[config.mk]
export PLATFORM = sky130hd
export DESIGN_NAME = sercmd_memctl
export DESIGN_NICKNAME = d
export VERILOG_FILES = /design/src/rtl/smc_pkg.sv /design/src/rtl/smc_byte_pack.sv /design/src/rtl/smc_cmd_fsm.sv /design/src/rtl/smc_rd_route.sv /design/src/rtl/sercmd_memctl.sv
export SDC_FILE = /design/constraint.sdc
export NUM_CORES = 1
export LEC_CHECK = 0
export ABC_AREA = 1
export ABC_CLOCK_PERIOD_IN_PS = 1850
export BUFFER_PORTS_ARGS = -buffer_cell sky130_fd_sc_hd__buf_2
export CAP_MARGIN = 30
export CORE_MARGIN = 4
export CORE_UTILIZATION = 47
export DETAILED_ROUTE_END_ITERATION = 16
export HOLD_SLACK_MARGIN = 0.06
export MAX_ROUTING_LAYER = met4
export PLACE_DENSITY = 0.68
export SLEW_MARGIN = 20
export SYNTH_ARGS = -nofsm -noshare
export SYNTH_HDL_FRONTEND = slang
export SYNTH_SLANG_ARGS = --single-unit
[constraint.sdc]
create_clock -name clk -period 1.85 [get_ports clk]
set_input_delay 0.37 -clock clk [delete_from_list [all_inputs] [get_ports clk]]
set_output_delay 0.37 -clock clk [all_outputs]
set_load 0.02 [all_outputs]
[src/rtl/smc_pkg.sv]
package smc_pkg;
    localparam int WORD_W = 16;
    localparam int BYTE_W = 8;

    localparam logic [WORD_W-1:0] OP_WRITE = 16'h0000;
    localparam logic [WORD_W-1:0] OP_READ  = 16'h0001;
    localparam logic [WORD_W-1:0] OP_MEM   = 16'h0002;
    localparam logic [WORD_W-1:0] OP_PROC  = 16'h0003;

    typedef enum logic [2:0] {
        ST_CMD,
        ST_LEN,
        ST_BASE,
        ST_WDATA,
        ST_READ
    } dec_state_e;
endpackage

[src/rtl/smc_byte_pack.sv]
module smc_byte_pack
    import smc_pkg::*;
(
    input  logic              clk,
    input  logic              rst_n,
    input  logic              rx_valid,
    input  logic [BYTE_W-1:0] rx_byte,
    output logic              word_vld,
    output logic [WORD_W-1:0] word
);
    typedef struct packed {
        logic              half;
        logic [BYTE_W-1:0] hi;
        logic              vld;
        logic [WORD_W-1:0] word;
    } pack_t;

    pack_t pk_d, pk_q;

    always_comb begin
        pk_d     = pk_q;
        pk_d.vld = 1'b0;
        if (rx_valid) begin
            if (!pk_q.half) begin
                pk_d.hi   = rx_byte;
                pk_d.half = 1'b1;
            end else begin
                pk_d.word = {pk_q.hi, rx_byte};
                pk_d.vld  = 1'b1;
                pk_d.half = 1'b0;
            end
        end
    end

    always_ff @(posedge clk) begin
        if (!rst_n) pk_q <= '0;
        else        pk_q <= pk_d;
    end

    assign word_vld = pk_q.vld;
    assign word     = pk_q.word;

    // a word needs two bytes, so completed words never come back to back
    a_r1_word_spacing: assert property (@(posedge clk) disable iff (!rst_n)
        word_vld |=> !word_vld);
endmodule

[src/rtl/smc_cmd_fsm.sv]
module smc_cmd_fsm
    import smc_pkg::*;
#(
    parameter int ADDR_W = 16
) (
    input  logic              clk,
    input  logic              rst_n,
    input  logic              word_vld,
    input  logic [WORD_W-1:0] word,
    input  logic              split_empty,
    output logic              sram_en,
    output logic              sram_we,
    output logic [ADDR_W-1:0] sram_addr,
    output logic [WORD_W-1:0] sram_wdata,
    output logic              ret_vld,
    output logic              ret_proc,
    output logic              proc_mode
);
    localparam int LEN_W = WORD_W;

    typedef struct packed {
        dec_state_e        st;
        logic              op_wr;
        logic [LEN_W-1:0]  len;
        logic [ADDR_W-1:0] ptr;
        logic              proc;
        logic              en;
        logic              we;
        logic [ADDR_W-1:0] addr;
        logic [WORD_W-1:0] wdata;
        logic              dest;
        logic              ret;
        logic              ret_dest;
    } dec_t;

    dec_t dc_d, dc_q;
    logic rd_busy;
    logic last;

    always_comb begin
        dc_d          = dc_q;
        dc_d.en       = 1'b0;
        dc_d.we       = 1'b0;
        dc_d.ret      = dc_q.en & ~dc_q.we;
        dc_d.ret_dest = dc_q.dest;
        rd_busy       = (dc_q.en & ~dc_q.we) | dc_q.ret;
        last          = (dc_q.len == LEN_W'(1));
        unique case (dc_q.st)
            ST_CMD: if (word_vld) begin
                unique case (word)
                    OP_WRITE: begin dc_d.op_wr = 1'b1; dc_d.st = ST_LEN; end
                    OP_READ:  begin dc_d.op_wr = 1'b0; dc_d.st = ST_LEN; end
                    OP_MEM:   dc_d.proc = 1'b0;
                    OP_PROC:  dc_d.proc = 1'b1;
                    default:  ;
                endcase
            end
            ST_LEN: if (word_vld) begin
                dc_d.len = word;
                dc_d.st  = ST_BASE;
            end
            ST_BASE: if (word_vld) begin
                dc_d.ptr = word[ADDR_W-1:0];
                if (dc_q.len == '0)  dc_d.st = ST_CMD;
                else if (dc_q.op_wr) dc_d.st = ST_WDATA;
                else                 dc_d.st = ST_READ;
            end
            ST_WDATA: if (word_vld) begin
                dc_d.en    = 1'b1;
                dc_d.we    = 1'b1;
                dc_d.addr  = dc_q.ptr;
                dc_d.wdata = word;
                dc_d.ptr   = dc_q.ptr + 1'b1;
                dc_d.len   = dc_q.len - 1'b1;
                if (last) dc_d.st = ST_CMD;
            end
            ST_READ: if (dc_q.proc || (split_empty && !rd_busy)) begin
                dc_d.en   = 1'b1;
                dc_d.addr = dc_q.ptr;
                dc_d.dest = dc_q.proc;
                dc_d.ptr  = dc_q.ptr + 1'b1;
                dc_d.len  = dc_q.len - 1'b1;
                if (last) dc_d.st = ST_CMD;
            end
            default: dc_d.st = ST_CMD;
        endcase
    end

    always_ff @(posedge clk) begin
        if (!rst_n) dc_q <= '{st: ST_CMD, default: '0};
        else        dc_q <= dc_d;
    end

    assign sram_en    = dc_q.en;
    assign sram_we    = dc_q.we;
    assign sram_addr  = dc_q.addr;
    assign sram_wdata = dc_q.wdata;
    assign ret_vld    = dc_q.ret;
    assign ret_proc   = dc_q.ret_dest;
    assign proc_mode  = dc_q.proc;

    // every SRAM write is caused by a word completed in the previous cycle
    a_r2_write_follows_word: assert property (@(posedge clk) disable iff (!rst_n)
        (sram_en && sram_we) |-> $past(word_vld));

    // back-to-back accesses within a burst step the address by one
    a_r3_addr_step: assert property (@(posedge clk) disable iff (!rst_n)
        (sram_en && $past(sram_en)) |-> (sram_addr == ADDR_W'($past(sram_addr) + 1'b1)));
endmodule

[src/rtl/smc_rd_route.sv]
module smc_rd_route
    import smc_pkg::*;
(
    input  logic              clk,
    input  logic              rst_n,
    input  logic              ret_vld,
    input  logic              ret_proc,
    input  logic [WORD_W-1:0] rdata,
    input  logic              tx_full,
    output logic              tx_valid,
    output logic [BYTE_W-1:0] tx_byte,
    output logic              pp_valid,
    output logic [WORD_W-1:0] pp_data,
    output logic              split_empty
);
    typedef struct packed {
        logic [1:0]        cnt;
        logic [WORD_W-1:0] hold;
    } split_t;

    split_t sp_d, sp_q;

    always_comb begin
        sp_d = sp_q;
        if (ret_vld && !ret_proc) begin
            sp_d.hold = rdata;
            sp_d.cnt  = 2'd2;
        end else if (sp_q.cnt != 2'd0 && !tx_full) begin
            sp_d.cnt = sp_q.cnt - 2'd1;
        end
    end

    always_ff @(posedge clk) begin
        if (!rst_n) sp_q <= '0;
        else        sp_q <= sp_d;
    end

    assign tx_valid    = (sp_q.cnt != 2'd0) && !tx_full;
    assign tx_byte     = (sp_q.cnt == 2'd2) ? sp_q.hold[WORD_W-1:BYTE_W] : sp_q.hold[BYTE_W-1:0];
    assign pp_valid    = ret_vld && ret_proc;
    assign pp_data     = rdata;
    assign split_empty = (sp_q.cnt == 2'd0);

    // no byte is offered while the transmitter is full
    a_r7_hold_when_full: assert property (@(posedge clk) disable iff (!rst_n)
        tx_full |-> !tx_valid);

    // the decoder only returns a memory-mode word once the splitter has drained
    a_r5_load_when_empty: assert property (@(posedge clk) disable iff (!rst_n)
        (ret_vld && !ret_proc) |-> (sp_q.cnt == 2'd0));
endmodule

[src/rtl/sercmd_memctl.sv]
module sercmd_memctl
    import smc_pkg::*;
#(
    parameter int ADDR_W = 16
) (
    input  logic              clk,
    input  logic              rst_n,
    input  logic              rx_valid,
    input  logic [7:0]        rx_byte,
    input  logic              tx_full,
    output logic              tx_valid,
    output logic [7:0]        tx_byte,
    output logic              sram_en,
    output logic              sram_we,
    output logic [ADDR_W-1:0] sram_addr,
    output logic [15:0]       sram_wdata,
    input  logic [15:0]       sram_rdata,
    output logic              pp_valid,
    output logic [15:0]       pp_data,
    output logic              proc_mode
);
    logic              word_vld;
    logic [WORD_W-1:0] word;
    logic              split_empty;
    logic              ret_vld;
    logic              ret_proc;

    smc_byte_pack u_pack (
        .clk      (clk),
        .rst_n    (rst_n),
        .rx_valid (rx_valid),
        .rx_byte  (rx_byte),
        .word_vld (word_vld),
        .word     (word)
    );

    smc_cmd_fsm #(.ADDR_W(ADDR_W)) u_dec (
        .clk         (clk),
        .rst_n       (rst_n),
        .word_vld    (word_vld),
        .word        (word),
        .split_empty (split_empty),
        .sram_en     (sram_en),
        .sram_we     (sram_we),
        .sram_addr   (sram_addr),
        .sram_wdata  (sram_wdata),
        .ret_vld     (ret_vld),
        .ret_proc    (ret_proc),
        .proc_mode   (proc_mode)
    );

    smc_rd_route u_route (
        .clk         (clk),
        .rst_n       (rst_n),
        .ret_vld     (ret_vld),
        .ret_proc    (ret_proc),
        .rdata       (sram_rdata),
        .tx_full     (tx_full),
        .tx_valid    (tx_valid),
        .tx_byte     (tx_byte),
        .pp_valid    (pp_valid),
        .pp_data     (pp_data),
        .split_empty (split_empty)
    );

    // nothing is strobed or offered in the first cycle after reset
    a_r9_quiet_after_reset: assert property (@(posedge clk)
        $rose(rst_n) |-> (!sram_en && !pp_valid && !proc_mode));
endmodule

# Word-level counts from Yosys, hierarchy flattened
# Cells that the tools add are included.
[totals]
rom_bits = 0
inputBits = 28
ram_bits = 0
memories = 0
word_cells = 100
output_inout_bits = 61
latchBits = 0
register_bits = 118
[classes]
order_cmp = 0
mux = 26
n_mul = 0
shift = 0
n_addsub = 3
n_bitwise = 5
n_eq_ne = 15
div = 0
n_reduce_logical = 32
[ops]
columns = ["cell", "count"]
rows = [
  ["$pmux W16 S3", 2],
  ["$mux W32", 2],
  ["$mux W34", 1],
  ["$eq A16 B1 Y1 const B", 2],
  ["$eq A16 B2 Y1 const B", 2],
  ["$logic_not A16 Y1", 2],
  ["$mux W16", 2],
  ["$pmux W16 S2", 1],
  ["$mux W3", 7],
  ["$mux W17", 1],
  ["$add A16 B1 Y16 const B", 1],
  ["$sub A16 B1 Y16 const B", 1],
  ["$pmux W3 S5", 1],
  ["$reduce_and A2 Y1", 6],
  ["$reduce_bool A2 Y1", 5],
  ["$reduce_and A3 Y1", 3],
  ["$mux W8", 1],
  ["$ne A2 B2 Y1 const B", 4],
  ["$pmux W4 S2", 1],
  ["$reduce_and A4 Y1", 2],
  ["$eq A3 B2 Y1 const B", 2],
  ["$reduce_and A6 Y1", 1],
  ["$reduce_bool A3 Y1", 2],
  ["$logic_and A1 B1 Y1", 4],
  ["18 further kinds", 25],
]

# Depth between registers and ports, before layout
# Gate-level depths: netlist of the first run.
[depth]
ltp_word = 8
depth_mapped = 12
mapped_depth_nobuf = 12

# Hierarchy
# A second synthesis of the first run with hierarchy kept.
[hier_totals]
cells_unflattened = 871
area_unflattened_um2 = 6139.6
[modules_own_cells]
columns = ["module", "area_each_um2", "instances", "cells_per_inst", "seq_area_each_um2"]
rows = [
  ["smc_cmd_fsm", 4112.7, 1, 610, 1481.4],
  ["smc_byte_pack", 1096.1, 1, 144, 520.5],
  ["smc_rd_route", 930.9, 1, 117, 360.3],
]

# Worst setup path after synthesis of the first run
# No wires, ideal clock.
[synth_timing]
path_type = "register -> output"
start = "register u_route.sp_q[16] (netlist name)"
end = "output port tx_byte[5]"
n_path_buf = 1
arrival_time_ns = 1.297
required_time_ns = 1.480
slack_ns = 0.183
path_stages_with_launch = 5
cell_sequence = "dfxtp_1 inv_1 ha_1 clkbuf_1 o21ai_0"
[synth_via]
elab_chain_cells = 2
[synth_lines]
columns = ["element", "line_no", "rtl"]
rows = [
  ["from (decl)", "smc_rd_route.sv:21", "split_t sp_d, sp_q;"],
  ["from (signal assigned)", "smc_rd_route.sv:35", "else sp_q <= sp_d;"],
  ["$eq A2 B2 Y1", "smc_rd_route.sv:39", "assign tx_byte = (sp_q.cnt == 2'd2) ? sp_q.hold[WORD_W-1:BYTE_W] : sp_q.hold[BYTE_W-1:0];"],
  ["$mux W8", "smc_rd_route.sv:39", ""],
  ["to (decl)", "sercmd_memctl.sv:12", "output logic [7:0] tx_byte,"],
]
# No other way between the ends.

# Final worst setup path of the first run
[layout_timing]
start = "register u_route.sp_q[16] (netlist name)"
end = "output port tx_byte[2]"
# The elaborated chain is that of the path after synthesis.

==> metrics, run 1 <==
async set or reset register ratio after synthesis=0%; I/O pin cnt=89; Area contributors post-synth=dfxtp_1, nand2_1, nor2_1, buf_4, nand3_1; Final Cell Area=0.00704 sq mm; critical setup path kind=register to output port; Critical path origin=u_route.sp_q[16]; Starting Density=48.7%; Final Max Slew Viols=0; max_slew headroom=between 70% and 80%; Die X=120 um; total global-route track usage=between 20% and 30%; Die Height=120 um; IO buf count=between 80 and 90; Period minus WS final=around 1.8 ns; GPL Wtd Cong=0.927; unrepaired setup endpoints after global routing=false; CTS tree=built; Critical Path RT=1.48 ns; Area after DPL=approximately 0.0063 sq mm; DRT antenna net count=0; initial antenna violation count=0; Slowest cell on crit path=dfxtp_1; Netlist cell types=30; worst stage delay on the critical path=0.32 ns; top_reg_cell synth=dfxtp_1; synth warn=0; Synth area leader=dfxtp_1; via count=5534; Worst VDD drop=0.759 mV; Worst Reg-to-Reg Cells=11; WP data arrival=between 1 and 1.5 ns; largest net degree at the start of global routing=46; part of the Yosys area used for sequential elements=~40%; post-DP HPWL=10400 um; row count=40; number of synthesized flops with an enable pin=0; Clock transition at path regs=~0.050 ns; Syn Area/Cell=6.77 sq um; Post-synth top cells=nand2_1, nor2_1, dfxtp_1; WL/cell=13.4 um; Die Area=approximately 0.015 sq mm; CTS Buf Count=17; Post-Syn Area=between 0.005 and 0.006 sq mm; crit path max fanout=8; r2r setup slk=0.18 ns; Yosys reg bits=118; max cap viols=0; Worst Max-Slew Pin Slew=about 0.4 ns; HP Start=rx_byte[4]; Syn Inst Count=878; static leakage=3.30 nW; CTS sink cnt=118; Synth top area share=39.7%; period utilization=96.5%; top-count cell post-synth=nand2_1; core area=about 0.012 sq mm; Hold Crit Class=primary input to register; type of origin of the critical path=register; starting DRC count in detailed routing=307; clock buffer depth=2; Root Driver=clkbuf_16; Final Hold Viols=0; power per cell area=1580 mW/mm^2; number of global-route vias before repair=5071; Setup Skew=around 0.01 ns; Filler Cell Count=1185; Final Util=57.6%; DR DRC count=0; Critical Path End Type=output port; Reg-to-Reg End=u_dec.dc_q[38]; GR Overflow Total=0; final setup violation count=0; highest clock rate=between 500 and 600 MHz; Reg-to-Reg Start=u_route.sp_q[17]; Layout area overhead=18.3%; CTS Hold Buffers Added=0; ANT cells=0; Hold EP=u_pack.word[4]; layout cell share with drive strength beyond 1=18.6%; Hold Path Stages=3; H-tree depth=4; first-pass GRT wire length=24400 um; first-pass iteration count of the detailed router=5; Synthesized Nets=912; wirelength, routed=between 10000 and 15000 um; result of the run=finished, final reports clean; crit-path cells=inv_2 > ha_2 > buf_6 > o21ai_2 > buf_4; worst skew pair latency=0.42 ns; vias per cell=between 4 and 5; Final #Nets=962
## placed cells by master (no fill, tap or decap), drive strengths merged, types with 3 or more instances in the layout
master and n:
o21ai 73, bufinv 5, clkinv 3, inv 82, nand4 7, xor2 9, nand3 70, nand2 220
ha 6, nor2 138, dfxtp 118, a21oi 63, clkbuf 22, buf 109, nor3 10
## registers in the layout, indices dropped and copies added (netlist names)
register and count:
u_dec.dc_d 1, u_dec.dc_q 36, u_dec.proc_mode 1, u_dec.ret_proc 1, u_dec.ret_vld 1, u_dec.sram_addr 16, u_dec.sram_en 1, u_dec.sram_wdata 16
u_dec.sram_we 1, u_pack.pk_q 9, u_pack.word 16, u_pack.word_vld 1, u_route.sp_q 18
## repair_timing
action / CTS / global route
pin swaps: 0 / 4
cloned: 0 / 2
gates resized for setup: 13 / 26
setup buffers: 0 / 0
setup endpoints to repair: 8 / 13
## worst max-delay path: cells and delay by family, from the launching register on
kind                       cells  cell delay [ns]
AOI/OAI and AO/OA              1             0.13
DFF                            1             0.32
adders and majority gates      1             0.20
buffers and inverters          3             0.35
## cell families (layout without fill, tap and decap cells)
family / count (synthesis) / in the layout / share of synthesized area [%]
buf+inv: 160 / 223 / 13.8
xor+xnor: 10 / 10 / 1.47
flops: 118 / 118 / 39.7
simple gates: 446 / 446 / 31.9
compound gates: 138 / 138 / 11.8
fa+ha+maj: 6 / 6 / 1.26
## area by class of cell
| cell class | instances | area (sq um) | area share (%) |
|---|---|---|---|
| sequential | 118 | 2360 | 33.6 |
| timing repair buffer | 110 | 691 | 9.82 |
| clock buffer | 21 | 460 | 6.54 |
| tap | 168 | 210 | 2.99 |
| inverter | 81 | 312 | 4.43 |
| clock inverter | 11 | 196 | 2.79 |
| multi-input combinational | 600 | 2800 | 39.9 |
## how the worst max path moves through the flow
| stage | to | slack [ns] | cells after the start |
|---|---|---|---|
| 2_1_floorplan | tx_byte[5] | 0.18 | 4 |
| 3_3_place_gp | u_dec.dc_q[47] | 0.22 | 11 |
| 3_5_place_dp | u_dec.dc_q[47] | 0.16 | 11 |
| 4_1_cts | tx_byte[2] | -0.0001 | 5 |
| 5_1_grt | u_dec.dc_q[52] | 0.001 | 11 |
| 6_report | tx_byte[2] | 0.06 | 5 |
## report_power, final
part | leakage [nW] | internal (mW) | total [mW] | switching [mW]
Clock | 0.314 | 2.46 | 3.63 | 1.17
Combinational | 2.03 | 1.51 | 4.22 | 2.71
Sequential | 0.959 | 2.91 | 3.23 | 0.326
Total | 3.30 | 6.88 | 11.1 | 4.21
## routing by layer
layer	global-route usage [%]	vias up	share of wire, %
met1	28.1	2530	48
met3	4.72	22	5.3
met4	7.15	0	1.9
met2	33.2	134	45
met5	-	-	0
li1	-	2848	-
## through the flow
stage            TNS, ns  total power, mW  instances  hold slack [ns]  worst slack [ns]
2_1_floorplan          0             6.31        878            0.407             0.183
3_3_place_gp           0             7.15       1075            0.421             0.225
3_5_place_dp           0             7.21       1075            0.421             0.157
4_1_cts        -0.000134             10.9       1107            0.149         -0.000134
5_1_grt                0             11.9       1109            0.158           0.00106
6_report               0             11.1       1109            0.171            0.0642
Note: power is estimated with default switching activity, not from simulation.
==> run 2, diff against run 1 <==
Settings changed: BUFFER_PORTS_ARGS -buffer_cell sky130_fd_sc_hd__buf_2 to -buffer_cell sky130_fd_sc_hd__clkbuf_2, RECOVER_POWER from default to 50.
==> run 2 against run 1 <==
Net effect: design area is 1.5% lower; power is 2.8% lower; critical path depth unchanged; combinational power is 2% lower; largest power group unchanged.
==> metrics, run 2 (synthesis gave the netlist of run 1 again) <==
Logic pwr share=38.3% (+0.2 points); Critical path origin=u_route.sp_q[16]; DR DRC count=0 (unchanged); Largest register FFs=36 (unchanged); CTS Buf Count=17 (unchanged); layout cell share with drive strength beyond 1=16.6% (-2.0 points); Sw Ratio=39.1% (+1.1 points); power per cell area=1550 mW/mm^2 (-1.4%); ANT cells=0 (unchanged); Root Driver=clkbuf_16; Setup Buffers After CTS=0 (unchanged); unrepaired setup endpoints after global routing=true; Reg with most FFs=u_dec.dc_q; CTS sink cnt=118 (unchanged); core area=0.0122 sq mm (unchanged); Die Height=120 um (unchanged); Reg power frac=30.1% (+1.0 points); Worst Max-Slew Pin Slew=0.435 ns (+0.0380 ns); type of origin of the critical path=register; I/O pin cnt=89 (unchanged); setup ws final=0.0688 ns (+0.00462 ns); Int Pwr=6.56 mW (-4.6%); worst skew pair latency=0.41 ns (about the same); Die Area=0.0145 sq mm (unchanged); Worst Reg-to-Reg Cells=11 (unchanged); P_sw=4.21 mW (about the same); WP data arrival=1.41 ns (about the same); initial antenna violation count=0 (unchanged); via count=5450 (-1.5%); IO buf count=88 (unchanged); post-DP HPWL=10500 um (+0.70%); wirelength, routed=14700 um (-1.5%); CTS tree=built; H-tree depth=4 (unchanged); period utilization=96.3% (-0.25 points); Hold Path Stages=3 (unchanged); Final Max Slew Viols=0 (unchanged); row count=40 (unchanged); vias per cell=4.91 (-1.5%); number of global-route vias before repair=4973 (-1.9%); largest net degree at the start of global routing=44 (-4.3%); final setup TNS=0 ns (unchanged); Worst VDD drop=0.998 mV (+31%); Layout area overhead=16.6%; GR Overflow Total=0 (unchanged); Setup Skew=0.00930 ns (-0.000841 ns); commonest non-fill, non-tap cells in the layout=nand2_1, nor2_1, dfxtp_1, inv_1, nand3_1; critical setup path kind=register to output port; result of the run=finished, final reports clean; clock buffer depth=2 (unchanged); highest clock rate=561 MHz (+0.26%); first-pass GRT wire length=23900 um (-2.1%); pre-CTS setup slack=0.187 ns (+0.0309 ns); Die X=120 um (unchanged); Placed Cells=1076 (+0.093%); Reg-to-Reg Start=u_route.sp_q[17]; static leakage=3.19 nW (-3.4%); Critical Path End Type=output port; Critical Path RT=1.48 ns (about the same); Layout Cells excl Fill=1109 (unchanged); starting DRC count in detailed routing=363 (+18%); Starting Density=48.7% (unchanged); Period minus WS final=1.78 ns (-0.00462 ns); Clock transition at path regs=0.06 ns (about the same); Final #Nets=962 (unchanged); Top Registers=u_dec.dc_q x36, u_route.sp_q x18; Hold Crit Class=primary input to register; WL/cell=13.2 um (-1.5%); crit path max fanout=8 (unchanged); GPL Wtd Cong=0.886 (-4.5%); DRT antenna net count=0 (unchanged); register area=0.00236 sq mm (unchanged); first-pass iteration count of the detailed router=4 (-1); total global-route track usage=21.0% (-0.46 points); area occupied by multi-input gates=0.00280 sq mm (about the same); clock share of power=31.6% (-1.2 points); Filler Cell Count=1250 (+5.5%); Final Hold Viols=0 (unchanged); max cap viols=0 (unchanged); leading cell type in the layout, fill and taps excluded=nand2_1; final setup violation count=0 (unchanged); max_slew headroom=71.0% (-2.5 points); HP Start=rx_byte[7]
==> run 2: changes by cell type in the layout (fill, tap and decap cells not counted), moves of 2 or more <==
cell / change
nor2_1: -2
buf_2: -80
clkbuf_1: +18
o21ai_2: -3
clkbuf_2: +64
nor2_2: +2
bufinv_16: -2
o21ai_1: +3
buf_6: -5
buf_4: +4
nand3_2: +2
==> run 2: power groups by stage <==
stage	Clock (mW)	Combinational [mW]	Sequential, mW
global route	3.58	4.63	3.29
floorplan	0	3.12	3.19
detailed placement	0	3.95	3.27
CTS	3.46	4.00	3.23
global placement	0	3.91	3.27
finish	3.40	4.12	3.25
==> run 2: metrics by stage <==
step	hold WS, ns	utilization, %	cell area [sq um]	total power, mW
after detailed placement	0.424	51.3	6260	7.22
after global routing	0.167	56.8	6930	11.5
final	0.163	56.8	6930	10.8
after CTS	0.150	56.6	6910	10.7
after global placement	0.425	51.3	6260	7.18
after floorplan	0.407	-	5950	6.31
==> run 2: critical path, cell delays in order, from the launching register on <==
cell and delay [ns]:
dfxtp_1 0.32, inv_2 0.06, ha_4 0.16, buf_4 0.17, o21ai_1 0.14, buf_4 0.16
==> run 2: layout make-up <==
class | count | share of cell area, %
clock buffers | 22 | 6.84
clock inverters | 10 | 2.09
well taps | 168 | 3.03
inverters | 81 | 4.48
repair buffers | 110 | 9.04
flip-flops and latches | 118 | 34.1
multi-input cells | 600 | 40.4
==> run 2: timing repair <==
| action | CTS | global route |
|---|---|---|
| cloned | 0 | 1 |
| hold buffers | 0 | 0 |
| pin swaps | 0 | 2 |
| endpoints found under the setup margin | 8 | 12 |
| gates resized for setup | 15 | 27 |
==> run 2: final timing paths <==
check | endpoint | slack [ns]
worst max-delay path | tx_byte[5] | 0.07
worst min-delay path | u_pack.word[7] | 0.16
worst max register to register | u_dec.dc_q[52] | 0.17
worst min register to register | u_dec.ret_proc | 0.43
==> run 2: per-layer routing <==
layer	GRT usage, %	up-vias	part of all wire, %	wire, um
li1	-	2860	-	-
met1	28.2	2463	49	7200
met2	32.2	117	45	6620
met3	4.72	10	4.8	699
met4	5.81	0	1.0	148
met5	-	-	0	0
==> run 3, diff against run 2 <==
Settings changed: ABC_CLOCK_PERIOD_IN_PS 1850 to 1900, SYNTH_HIERARCHICAL from default to 1.
Clock period 1.85 ns to 1.9 ns, I/O delays scaled along.
==> run 3 against run 2 <==
Net effect: the run now ends with setup timing left; die area increased by 3.0%; power decreased by 10%; critical path depth down 1; combinational power shrank 33%; synthesized cell count fell by 0.80%; cell count is 3.2% lower; clock skew is 0.0011 ns lower; sequential power increased by 2%; global-route usage is 1.3 points lower; non-clock buffer count down 13; highest routed layer unchanged.
==> metrics, run 3 <==
Reg with most FFs=u_dec/dc_q; Starting Density=48.3% (-0.43 points); H-tree depth=4 (unchanged); Final Cell Area=0.00687 sq mm (-0.87%); area share of fa/ha/maj cells after synthesis=1.22% (-0.040 points); Post-Synth Simple-Gate Area=27.3% (-4.6 points); Placed Cells=1041 (-3.3%); CTS Hold Buffers Added=0 (unchanged); routing usage on met3=5.25% (+0.53 points); Synth area leader=dfxtp_1; Worst Reg-to-Reg Cells=10 (-1); Area contributors post-synth=dfxtp_1, nor2_1, nand2_1, buf_4, a21oi_1; Clock transition at path regs=0.06 ns (about the same); Critical Path RT=1.52 ns (+0.04 ns); Sw Ratio=33.7% (-5.3 points); crit path max fanout=8 (unchanged); Post-synth top cells=nor2_1, nand2_1, dfxtp_1; met2 GRT Util=29.6% (-2.6 points); power per cell area=1410 mW/mm^2 (-9.2%); Worst Max-Slew Pin Slew=1.01 ns (+0.573 ns); final setup violation count=1 (+1); Int Pwr=6.43 mW (-2.1%); Synthesized Nets=905 (-0.77%); critical setup path kind=register to output port; Hold Crit Class=primary input to register; highest clock rate=526 MHz; static leakage=3.08 nW (-3.3%); type of origin of the critical path=register; r2r setup slk=0.20 ns (+0.03 ns); Syn Area/Cell=7.05 sq um (+4.1%); Die Area=0.0150 sq mm (+3.0%); final setup TNS=-0.00143 ns (-0.00143 ns); Syn Inst Count=871 (-0.80%); first-pass GRT wire length=22900 um (-4.1%); max_slew headroom=32.6% (-38 points); GR Util met1=26.0% (-2.2 points); Reg power frac=34.0% (+3.9 points); row count=41 (+2.5%); XOR/XNOR Fraction of Synth Area=2.57% (+1.1 points); Final Hold Viols=0 (unchanged); Layout area overhead=11.9%; part of the Yosys area used for sequential elements=38.5% (-1.3 points); Largest register FFs=36 (unchanged); Post-Syn Area=0.00614 sq mm (+3.3%); CTS tree=built; starting DRC count in detailed routing=488 (+34%); Netlist cell types=34 (+13%); number of synthesized flops with an enable pin=0 (unchanged); Synth top area share=38.5% (-1.3 points); synth warn=6 (+6); GPL Wtd Cong=0.883 (-0.26%); total global-route track usage=19.7% (-1.3 points); Logic pwr share=28.3% (-10 points); Die Height=122 um (+1.5%); CTS Buf Count=17 (unchanged); Period minus WS final=1.90 ns; Hold Path Stages=3 (unchanged); failing checks=setup timing; core area=0.0127 sq mm (+4.2%); largest net degree at the start of global routing=51 (+16%); Top Registers=u_dec/dc_q x36, u_route/sp_q x18; unrepaired setup endpoints after global routing=true; HP Start=rx_byte[0]; WL/cell=13.0 um (-2.0%); ANT cells=0 (unchanged); post-synthesis mux area share=1.47% (+1.5 points); IO buf count=88 (unchanged); async set or reset register ratio after synthesis=0% (unchanged); DRT antenna net count=0 (unchanged); Yosys reg bits=118 (unchanged); Layout Cells excl Fill=1074 (-3.2%); P_sw=3.27 mW (-22%); Root Driver=clkbuf_16; clock buffer depth=2 (unchanged); WP data arrival=1.52 ns (+0.11 ns); commonest non-fill, non-tap cells in the layout=nor2_1, nand2_1, dfxtp_1, inv_1, a21oi_1; Setup Skew=0.00820 ns (-0.00110 ns); via count=5195 (-4.7%); Final #Nets=923 (-4.1%); DR DRC count=0 (unchanged); worst skew pair latency=0.42 ns (about the same); period utilization=100%; largest family of logic cells by synthesized area=simple AND/OR/NAND/NOR gates; grt peak-use layer=met2; first-pass iteration count of the detailed router=5 (+1); Reg-to-Reg Start=u_route/sp_q[17]; leading cell type in the layout, fill and taps excluded=nor2_1; top_reg_cell synth=dfxtp_1; I/O pin cnt=89 (unchanged); Design Power=9.70 mW (-10%); Area after DPL=0.00617 sq mm (-1.6%); number of global-route vias before repair=4858 (-2.3%); Critical Path End Type=output port; wirelength, routed=13900 um (-5.1%); layout cell share with drive strength beyond 1=14.7% (-1.8 points); clock share of power=37.7% (+6.1 points); Die X=122 um (+1.5%); max cap viols=0 (unchanged); top-count cell post-synth=nor2_1; CTS sink cnt=118 (unchanged); Worst VDD drop=0.740 mV (-26%); result of the run=finished with violations; Final Max Slew Viols=0 (unchanged); Hold EP=u_pack/word[0]; initial antenna violation count=0 (unchanged); setup ws final=-0.00143 ns (-0.0702 ns); area fraction in compound gates after synthesis=12.2% (+0.42 points); Reg-to-Reg End=u_dec/dc_q[43]; GR Overflow Total=0 (unchanged); vias per cell=4.84 (-1.6%); post-DP HPWL=9660 um (-7.6%)
## run 3: changes by cell type after synthesis, sizes merged, moves of 14 or more
cell | before | now
buf | 62 | 89
nand3 | 70 | 56
nand2 | 220 | 156
nor2 | 138 | 165
## run 3: repair_timing
action / 4_1_cts / 5_1_grt
resized for setup: 6 / 32
pin swaps: 1 / 0
endpoints found under the setup margin: 8 / 9
buffers inserted: 1 / 0
## run 3: area by class of cell
| type | count | area (sq um) |
|---|---|---|
| clock inverter | 12 | 224 |
| clock buffer | 20 | 457 |
| inverter | 82 | 309 |
| fill | 1278 | 5850 |
| multi-input combinational | 573 | 2770 |
| timing repair buffer | 97 | 529 |
| sequential | 118 | 2360 |
| tap | 172 | 215 |
## run 3: cells by family (layout without fill, tap and decap cells)
family / Yosys count / count (layout)
muxes: 8 / 8
AOI/OAI and AO/OA: 148 / 148
adders and majority gates: 6 / 6
and+or+nand+nor: 393 / 393
buffers and inverters: 180 / 211
xor gates and xnor gates: 18 / 18
DFF: 118 / 118
## run 3: worst max-delay path, cell delays in order (launching register included)
cell and delay (ns):
dfxtp_2 0.32, inv_2 0.08, ha_4 0.24, mux2_4 0.33, buf_6 0.13
## run 3: how the worst max path moves through the flow
stage                     start              to  slack [ns]  cells past startpoint
2_1_floorplan  u_route/sp_q[16]  u_dec/dc_q[65]        0.44                     12
3_3_place_gp   u_route/sp_q[16]      tx_byte[2]        0.22                      4
3_5_place_dp   u_route/sp_q[16]      tx_byte[2]        0.20                      4
4_1_cts        u_route/sp_q[16]      tx_byte[2]       -0.02                      4
5_1_grt        u_route/sp_q[16]      tx_byte[6]       -0.04                      4
6_report       u_route/sp_q[16]      tx_byte[7]      -0.001                      4
## run 3: through the flow
stage	utilization, %	hold slack [ns]	setup slack [ns]
final	54.0	0.174	-0.00143
after global routing	54.0	0.164	-0.0408
after global placement	48.5	0.421	0.223
after detailed placement	48.5	0.422	0.198
after floorplan	-	0.407	0.443
after CTS	54.0	0.160	-0.0206
## run 3: routing by layer
| metal | up-vias | wire (um) |
|---|---|---|
| met5 | - | 0 |
| met4 | 0 | 186 |
| met3 | 16 | 653 |
| met2 | 114 | 6300 |
| met1 | 2321 | 6790 |
| li1 | 2744 | - |
## run 3: power by group through the flow
stage                     Combinational, mW  Clock [mW]  Sequential [mW]
final                                  2.74        3.66             3.30
after global placement                 2.64           0             3.33
after floorplan                        2.38           0             3.22
after detailed placement               2.66           0             3.33
after CTS                              2.71        3.72             3.29
after global routing                   3.14        3.84             3.36
